## src/rtl/umul_pkg.sv

```systemverilog
package umul_pkg;
  typedef enum logic [1:0] {
    MSZ_BYTE  = 2'd0,
    MSZ_WORD  = 2'd1,
    MSZ_DWORD = 2'd2
  } msize_e;
endpackage

```

## src/rtl/umul_size_dec.sv

```systemverilog
module umul_size_dec
  import umul_pkg::*;
(
  input  logic   wide_op,
  input  logic   osz32,
  output msize_e size
);
  always_comb begin
    if (!wide_op)   size = MSZ_BYTE;
    else if (osz32) size = MSZ_DWORD;
    else            size = MSZ_WORD;
  end
endmodule

```

## src/rtl/umul_shift_add.sv

```systemverilog
module umul_shift_add
  import umul_pkg::*;
#(
  parameter int DW = 32
) (
  input  logic          clk,
  input  logic          rst,
  input  logic          start,
  input  msize_e        size,
  input  logic [DW-1:0] a_in,
  input  logic [DW-1:0] b_in,
  output logic          busy,
  output logic          done,
  output msize_e        size_q,
  output logic [2*DW-1:0] prod
);
  localparam int PW = 2 * DW;
  localparam int HW = DW / 2;
  localparam int QW = DW / 4;
  localparam int CW = $clog2(DW + 1);

  logic [PW-1:0] acc_q, mcand_q;
  logic [DW-1:0] mplr_q;
  logic [CW-1:0] cnt_q;
  logic          busy_q, done_q;
  logic [DW-1:0] a_m, b_m;
  logic [CW-1:0] nbits;

  // Operand masking and iteration count by size
  always_comb begin
    case (size)
      MSZ_BYTE: begin
        a_m   = {{(DW-QW){1'b0}}, a_in[QW-1:0]};
        b_m   = {{(DW-QW){1'b0}}, b_in[QW-1:0]};
        nbits = CW'(QW);
      end
      MSZ_WORD: begin
        a_m   = {{(DW-HW){1'b0}}, a_in[HW-1:0]};
        b_m   = {{(DW-HW){1'b0}}, b_in[HW-1:0]};
        nbits = CW'(HW);
      end
      default: begin
        a_m   = a_in;
        b_m   = b_in;
        nbits = CW'(DW);
      end
    endcase
  end

  always_ff @(posedge clk) begin
    if (rst) begin
      acc_q   <= '0;
      mcand_q <= '0;
      mplr_q  <= '0;
      cnt_q   <= '0;
      busy_q  <= 1'b0;
      done_q  <= 1'b0;
      size_q  <= MSZ_BYTE;
    end else begin
      done_q <= 1'b0;
      if (!busy_q) begin
        if (start) begin
          acc_q   <= '0;
          mcand_q <= {{DW{1'b0}}, a_m};
          mplr_q  <= b_m;
          cnt_q   <= nbits;
          size_q  <= size;
          busy_q  <= 1'b1;
        end
      end else begin
        if (mplr_q[0]) acc_q <= acc_q + mcand_q;
        mcand_q <= mcand_q << 1;
        mplr_q  <= mplr_q >> 1;
        cnt_q   <= cnt_q - CW'(1);
        if (cnt_q == CW'(1)) begin
          busy_q <= 1'b0;
          done_q <= 1'b1;
        end
      end
    end
  end

  assign busy = busy_q;
  assign done = done_q;
  assign prod = acc_q;


  done_pulse_chk: assert property (@(posedge clk) disable iff (rst)
    done_q |=> !done_q);


  mplr_spent_chk: assert property (@(posedge clk) disable iff (rst)
    done_q |-> (mplr_q == '0));


  cnt_range_chk: assert property (@(posedge clk) disable iff (rst)
    busy_q |-> (cnt_q != '0 && cnt_q <= CW'(DW)));


  busy_start_chk: assert property (@(posedge clk) disable iff (rst)
    (busy_q && start && cnt_q > CW'(1)) |=> (busy_q && cnt_q == $past(cnt_q) - CW'(1)));
endmodule

```

## src/rtl/umul_wb.sv

```systemverilog
module umul_wb
  import umul_pkg::*;
#(
  parameter int DW = 32
) (
  input  logic            clk,
  input  logic            rst,
  input  logic            done,
  input  msize_e          size,
  input  logic [2*DW-1:0] prod,
  output logic [DW-1:0]   acc_out,
  output logic [DW/8-1:0] acc_be,
  output logic [DW-1:0]   ext_out,
  output logic [DW/8-1:0] ext_be,
  output logic            hi_nz,
  output logic            cfof_we
);
  localparam int PW = 2 * DW;
  localparam int HW = DW / 2;
  localparam int QW = DW / 4;
  localparam int NL = DW / 8;
  localparam int LW = $clog2(NL + 1);

  logic [LW-1:0] acc_lanes, ext_lanes;

  always_comb begin
    case (size)
      MSZ_BYTE: begin
        acc_out   = {{(DW-HW){1'b0}}, prod[HW-1:0]};
        ext_out   = '0;
        hi_nz     = (prod[2*QW-1:QW] != '0);
        acc_lanes = LW'(HW / 8);
        ext_lanes = '0;
      end
      MSZ_WORD: begin
        acc_out   = {{(DW-HW){1'b0}}, prod[HW-1:0]};
        ext_out   = {{(DW-HW){1'b0}}, prod[DW-1:HW]};
        hi_nz     = (prod[DW-1:HW] != '0);
        acc_lanes = LW'(HW / 8);
        ext_lanes = LW'(HW / 8);
      end
      default: begin
        acc_out   = prod[DW-1:0];
        ext_out   = prod[PW-1:DW];
        hi_nz     = (prod[PW-1:DW] != '0);
        acc_lanes = LW'(NL);
        ext_lanes = LW'(NL);
      end
    endcase
  end

  genvar i;
  generate
    for (i = 0; i < NL; i++) begin : g_lane
      assign acc_be[i] = done && (LW'(i) < acc_lanes);
      assign ext_be[i] = done && (LW'(i) < ext_lanes);
    end
  endgenerate

  assign cfof_we = done;


  idle_we_chk: assert property (@(posedge clk) disable iff (rst)
    !done |-> (acc_be == '0 && ext_be == '0 && !cfof_we));


  byte_ext_chk: assert property (@(posedge clk) disable iff (rst)
    (done && size == MSZ_BYTE) |-> (ext_be == '0 && acc_out[DW-1:HW] == '0));
endmodule

```

## src/rtl/umul_exec.sv

```systemverilog
module umul_exec
  import umul_pkg::*;
#(
  parameter int DW = 32
) (
  input  logic            clk,
  input  logic            rst,
  input  logic            start,
  input  logic            wide_op,
  input  logic            osz32,
  input  logic [DW-1:0]   acc_in,
  input  logic [DW-1:0]   src_in,
  output logic            busy,
  output logic            done,
  output logic [DW-1:0]   acc_out,
  output logic [DW/8-1:0] acc_be,
  output logic [DW-1:0]   ext_out,
  output logic [DW/8-1:0] ext_be,
  output logic            cf_out,
  output logic            of_out,
  output logic            cfof_we,
  output logic [3:0]      szap_out,
  output logic [3:0]      szap_we
);
  localparam int QW = DW / 4;
  localparam int PW = 2 * DW;

  msize_e        size_req, size_q;
  logic [PW-1:0] prod;
  logic          hi_nz;

  umul_size_dec u_dec (
    .wide_op (wide_op),
    .osz32   (osz32),
    .size    (size_req)
  );

  umul_shift_add #(.DW(DW)) u_core (
    .clk    (clk),
    .rst    (rst),
    .start  (start),
    .size   (size_req),
    .a_in   (acc_in),
    .b_in   (src_in),
    .busy   (busy),
    .done   (done),
    .size_q (size_q),
    .prod   (prod)
  );

  umul_wb #(.DW(DW)) u_wb (
    .clk     (clk),
    .rst     (rst),
    .done    (done),
    .size    (size_q),
    .prod    (prod),
    .acc_out (acc_out),
    .acc_be  (acc_be),
    .ext_out (ext_out),
    .ext_be  (ext_be),
    .hi_nz   (hi_nz),
    .cfof_we (cfof_we)
  );

  assign cf_out   = hi_nz;
  assign of_out   = hi_nz;
  assign szap_out = 4'b0000;
  assign szap_we  = 4'b0000;


  flag_upper_chk: assert property (@(posedge clk) disable iff (rst)
    done |-> (cf_out == ((size_q == MSZ_BYTE) ? (acc_out[2*QW-1:QW] != '0) : (ext_out != '0))));


  flag_pair_chk: assert property (@(posedge clk) disable iff (rst)
    done |-> (cf_out == of_out && cfof_we));
endmodule

```

## config.mk

```make
export PLATFORM = sky130hd
export DESIGN_NAME = umul_exec
export DESIGN_NICKNAME = d
export VERILOG_FILES = /design/src/rtl/umul_pkg.sv /design/src/rtl/umul_size_dec.sv /design/src/rtl/umul_shift_add.sv /design/src/rtl/umul_wb.sv /design/src/rtl/umul_exec.sv
export SDC_FILE = /design/constraint.sdc
export NUM_CORES = 1
export LEC_CHECK = 0
export ABC_AREA = 1
export CAP_MARGIN = 40
export CORE_MARGIN = 5
export CORE_UTILIZATION = 50
export DETAILED_ROUTE_END_ITERATION = 6
export DONT_BUFFER_PORTS = 1
export GPL_TIMING_DRIVEN = 0
export PLACE_DENSITY_LB_ADDON = 0.3
export REMOVE_ABC_BUFFERS = 1
export SLEW_MARGIN = 20
export SYNTH_ARGS = -nofsm -noshare
export SYNTH_HDL_FRONTEND = slang
export SYNTH_HIERARCHICAL = 1
export SYNTH_SLANG_ARGS = --single-unit
```

## constraint.sdc

```tcl
create_clock -name clk -period 1.9 [get_ports clk]
set_input_delay 0.38 -clock clk [delete_from_list [all_inputs] [get_ports clk]]
set_output_delay 0.38 -clock clk [all_outputs]
set_load 0.005 [all_outputs]
```

==> flow_summary_export.csv <==
group,metric,value,unit
floorplan,die_area,0.0296,mm²
placed_design,placed_cell_area,0.0132,mm²
placed_design,finalWeightedCongestion,1.00,
timing,setup_viol,48,
setup_path,ff2ff_setup_slack,-0.23,ns
grt,grt_max_degree,124,
route,wirelength,52.6,mm
cts,cts.hold.buffers_added,1,
synth,synthDistinctLibCells,41,
cts,numCtsBuffers,17,
timing,post-route-period-util,1.12,
timing,period_minus_slack,2.13,ns
pwr,p_seq_frac,0.439,
layout,n_antenna_cell,0,
synth,ys_seq_area_frac,0.260,
cts,numClockSinks,170,
timing,rsz0062_at_grt,"true",
setup_path,worst_path_max_delay_cell,"fa_2",
pwr,p_per_area,469,mW/mm²
grt,grt_pass1_wl,76.3,mm
pwr,vdd_ir_drop_max,0.000478,V
setup_path,crit_chain,"ha_4 -> inv_2 -> fa_2 -> nor2_4 -> or2_4 -> nand3_2 -> nand2_4 -> nand2_2 -> nand2_4 -> nand2_2 -> nand3_1 -> nand3_1 -> a21oi_1",
pwr,pwr-share-clk,0.465,
grt,grt_pass1_vias,13795,
route,drt_iter0_drc,1255,
synth,syn_area_per_cell,5.79,µm²
route,vias,15009,
cts,root_buffer,"clkbuf_16",
timing,fin_ws,-0.229,ns
cts,worstSkewPairLatency,0.45,ns
layout,fin_area,0.0177,mm²
setup_path,critPathArrivalTime,2.50,ns
floorplan,initial_core_util,0.506,
timing,drv_slew,0,
hold_path,hp-class,"in -> reg",
setup_path,required,2.27,ns
grt,grtUsageTotal,0.333,
route,firstDrtPassIters,6,
cts,cts_max_level,4,
placed_design,dp_cells,2519,
layout,num-nets-final,2444,
layout,syn2layout_area_growth,35.3,%
synth,ys.flop_type,"dfxtp_1",
grt,grt_overflow,0,
floorplan,die_y,172,µm
pwr,p_sw,2.62,mW
cts,cts_tree,"done",
synth,syn_area,0.0131,mm²
route,avgViaCountPerCell,5.65,
placed_design,io_buffers,0,
timing,hold_viol,0,
run_status,outcome,"finished, violations left",
floorplan,die_w,172,µm
setup_path,endpoint_kind,"flip-flop",
cts,clkTransAtPathRegs,0.09,ns
setup_path,start_kind,"flip-flop",
floorplan,core_area,0.0259,mm²
placed_design,dpl.hpwl,35.5,mm
cts,max-clock-path-buffers,2,
layout,drive_above_1_share,0.326,
pwr,leakagePower,9.08,nW
floorplan,rows,59,
timing,fmax,470,MHz
synth,synth_edf_count,0,
timing,relSlewSlack,0.579,
grt,antenna_found_initial,0,
layout,final-instance-count-excl-fill,2657,
timing,clock_skew,0.0157,ns
floorplan,io_pins,154,
route,drc,0,
setup_path,max_stage_delay,0.39,ns
timing,tightest_slew,0.631,ns
pwr,power_frac_comb,0.096,
route,wl_per_cell,19.8,µm
synth,synth-seq-cells,170,
setup_path,path_max_fanout,4,
synth,yosys_warnings,6,
synth,async_flop_share,0,
run_status,violations,"setup timing",
setup_path,cpLargestDelayFamily,"simple AND/OR/NAND/NOR gates",
pwr,swShare,0.314,
route,ant_nets,0,
setup_path,crit_buf_inv,1,
synth,syn_inst,2266,
setup_path,path_class,"reg -> reg",
pwr,p_int,5.71,mW
run,maxCapViolations,0,
## synth_stat cells (2+ instances only)
library cell	number	share of area
or2_2	9	0.0043
o21bai_1	3	0.0017
o21ai_0	41	0.016
a21oi_1	143	0.055
nand3_1	128	0.049
nor4_1	3	0.0014
nor2_1	164	0.047
nand4_1	6	0.0029
nand2_2	8	0.0038
a31oi_1	22	0.010
nand2_1	853	0.24
nor2_4	5	0.0043
nand3_2	4	0.0031
ha_1	65	0.062
or2_1	6	0.0029
nor2_2	6	0.0029
nor3_2	3	0.0023
clkbuf_1	40	0.011
a22oi_1	67	0.038
a22o_1	16	0.011
buf_2	19	0.0073
inv_1	405	0.12
nor3_1	16	0.0061
inv_2	3	0.00086
dfxtp_1	170	0.26
buf_4	32	0.018
o211ai_1	2	0.0011
xor2_1	3	0.0020
buf_1	3	0.00086
nand3b_1	7	0.0040
buf_6	4	0.0034
## cells in the final DEF (no fill, tap or decap), drive strengths merged, types with 7 or more instances in the layout
cell type / instances
ha: 65
nand2: 861
inv: 417
buf: 111
clkbuf: 17
nor2: 178
or2: 16
conb: 8
nor3: 19
a22o: 16
a21oi: 144
nand3b: 7
nand3: 132
a31oi: 22
o21ai: 41
a22oi: 67
dfxtp: 170
## sequential cells by signal, summed over array words and instances, names as in the netlist
name            flops
u_core/mplr_q      32
u_core/mcand_q     64
u_core/size_q       2
u_core/prod        64
u_core/done         1
u_core/cnt_q        6
u_core/busy         1
## repair_timing
| action | in CTS | in global routing |
|---|---|---|
| setup buffers | 52 | 48 |
| gates resized for setup | 441 | 372 |
| endpoints found under the setup margin | 145 | 68 |
| pin swaps | 65 | 124 |
| hold endpoints to repair | 26 | 30 |
| cloned | 3 | 0 |
## cell type report
type	count	area [µm²]
multi-input cells	1599	10300
fillers	2229	8170
flip-flops and latches	170	3700
inverters	408	1560
repair buffers	113	1170
clock buffers	17	425
well taps	335	419
clock inverters	15	216
## final timing paths
path	startpoint	to	cells past startpoint
setup / recovery	u_core/mcand_q[0]	u_core/prod[44]	13
hold / removal	rst	u_core/mcand_q[42]	1
setup reg to reg	u_core/mcand_q[0]	u_core/prod[44]	13
hold reg to reg	u_core/mplr_q[22]	u_core/mplr_q[21]	2
## per-stage QoR
stage          hold slack [ns]  power, mW  TNS (ns)   util  setup WS [ns]
2_1_floorplan            0.446       4.12   -435.24      -          -3.42
3_3_place_gp             0.464       4.28  -1139.63  0.502          -8.21
3_5_place_dp             0.466       4.36   -104.32  0.511          -1.38
4_1_cts                -0.0141       8.32     -3.09  0.621         -0.189
5_1_grt                -0.0166       8.58     -8.32  0.685         -0.278
6_report              0.000568       8.33     -4.73  0.685         -0.229
## power by group through the flow
stage	Sequential (mW)	Clock, mW	Combinational, mW
final	3.65	3.87	0.799
after CTS	3.67	3.92	0.727
after global routing	3.66	4.07	0.856
after floorplan	3.80	0	0.322
after global placement	3.84	0	0.438
after detailed placement	3.80	0	0.558
## logic make-up after synthesis
kind of cell    synth area share
flops                      0.260
simple gates               0.380
compound gates             0.137
other cells             0.000286
buf+inv                    0.158
fa+ha+maj                 0.0636
xor+xnor                 0.00200
## per-layer routing
metal | GRT usage | part of all wire | up-vias
li1 | - | - | 7119
met1 | 0.394 | 0.38 | 7088
met2 | 0.597 | 0.49 | 637
met3 | 0.0503 | 0.070 | 165
met4 | 0.143 | 0.062 | 0
met5 | 0 | 0 | -
Note: power is estimated with default switching activity, not from simulation.
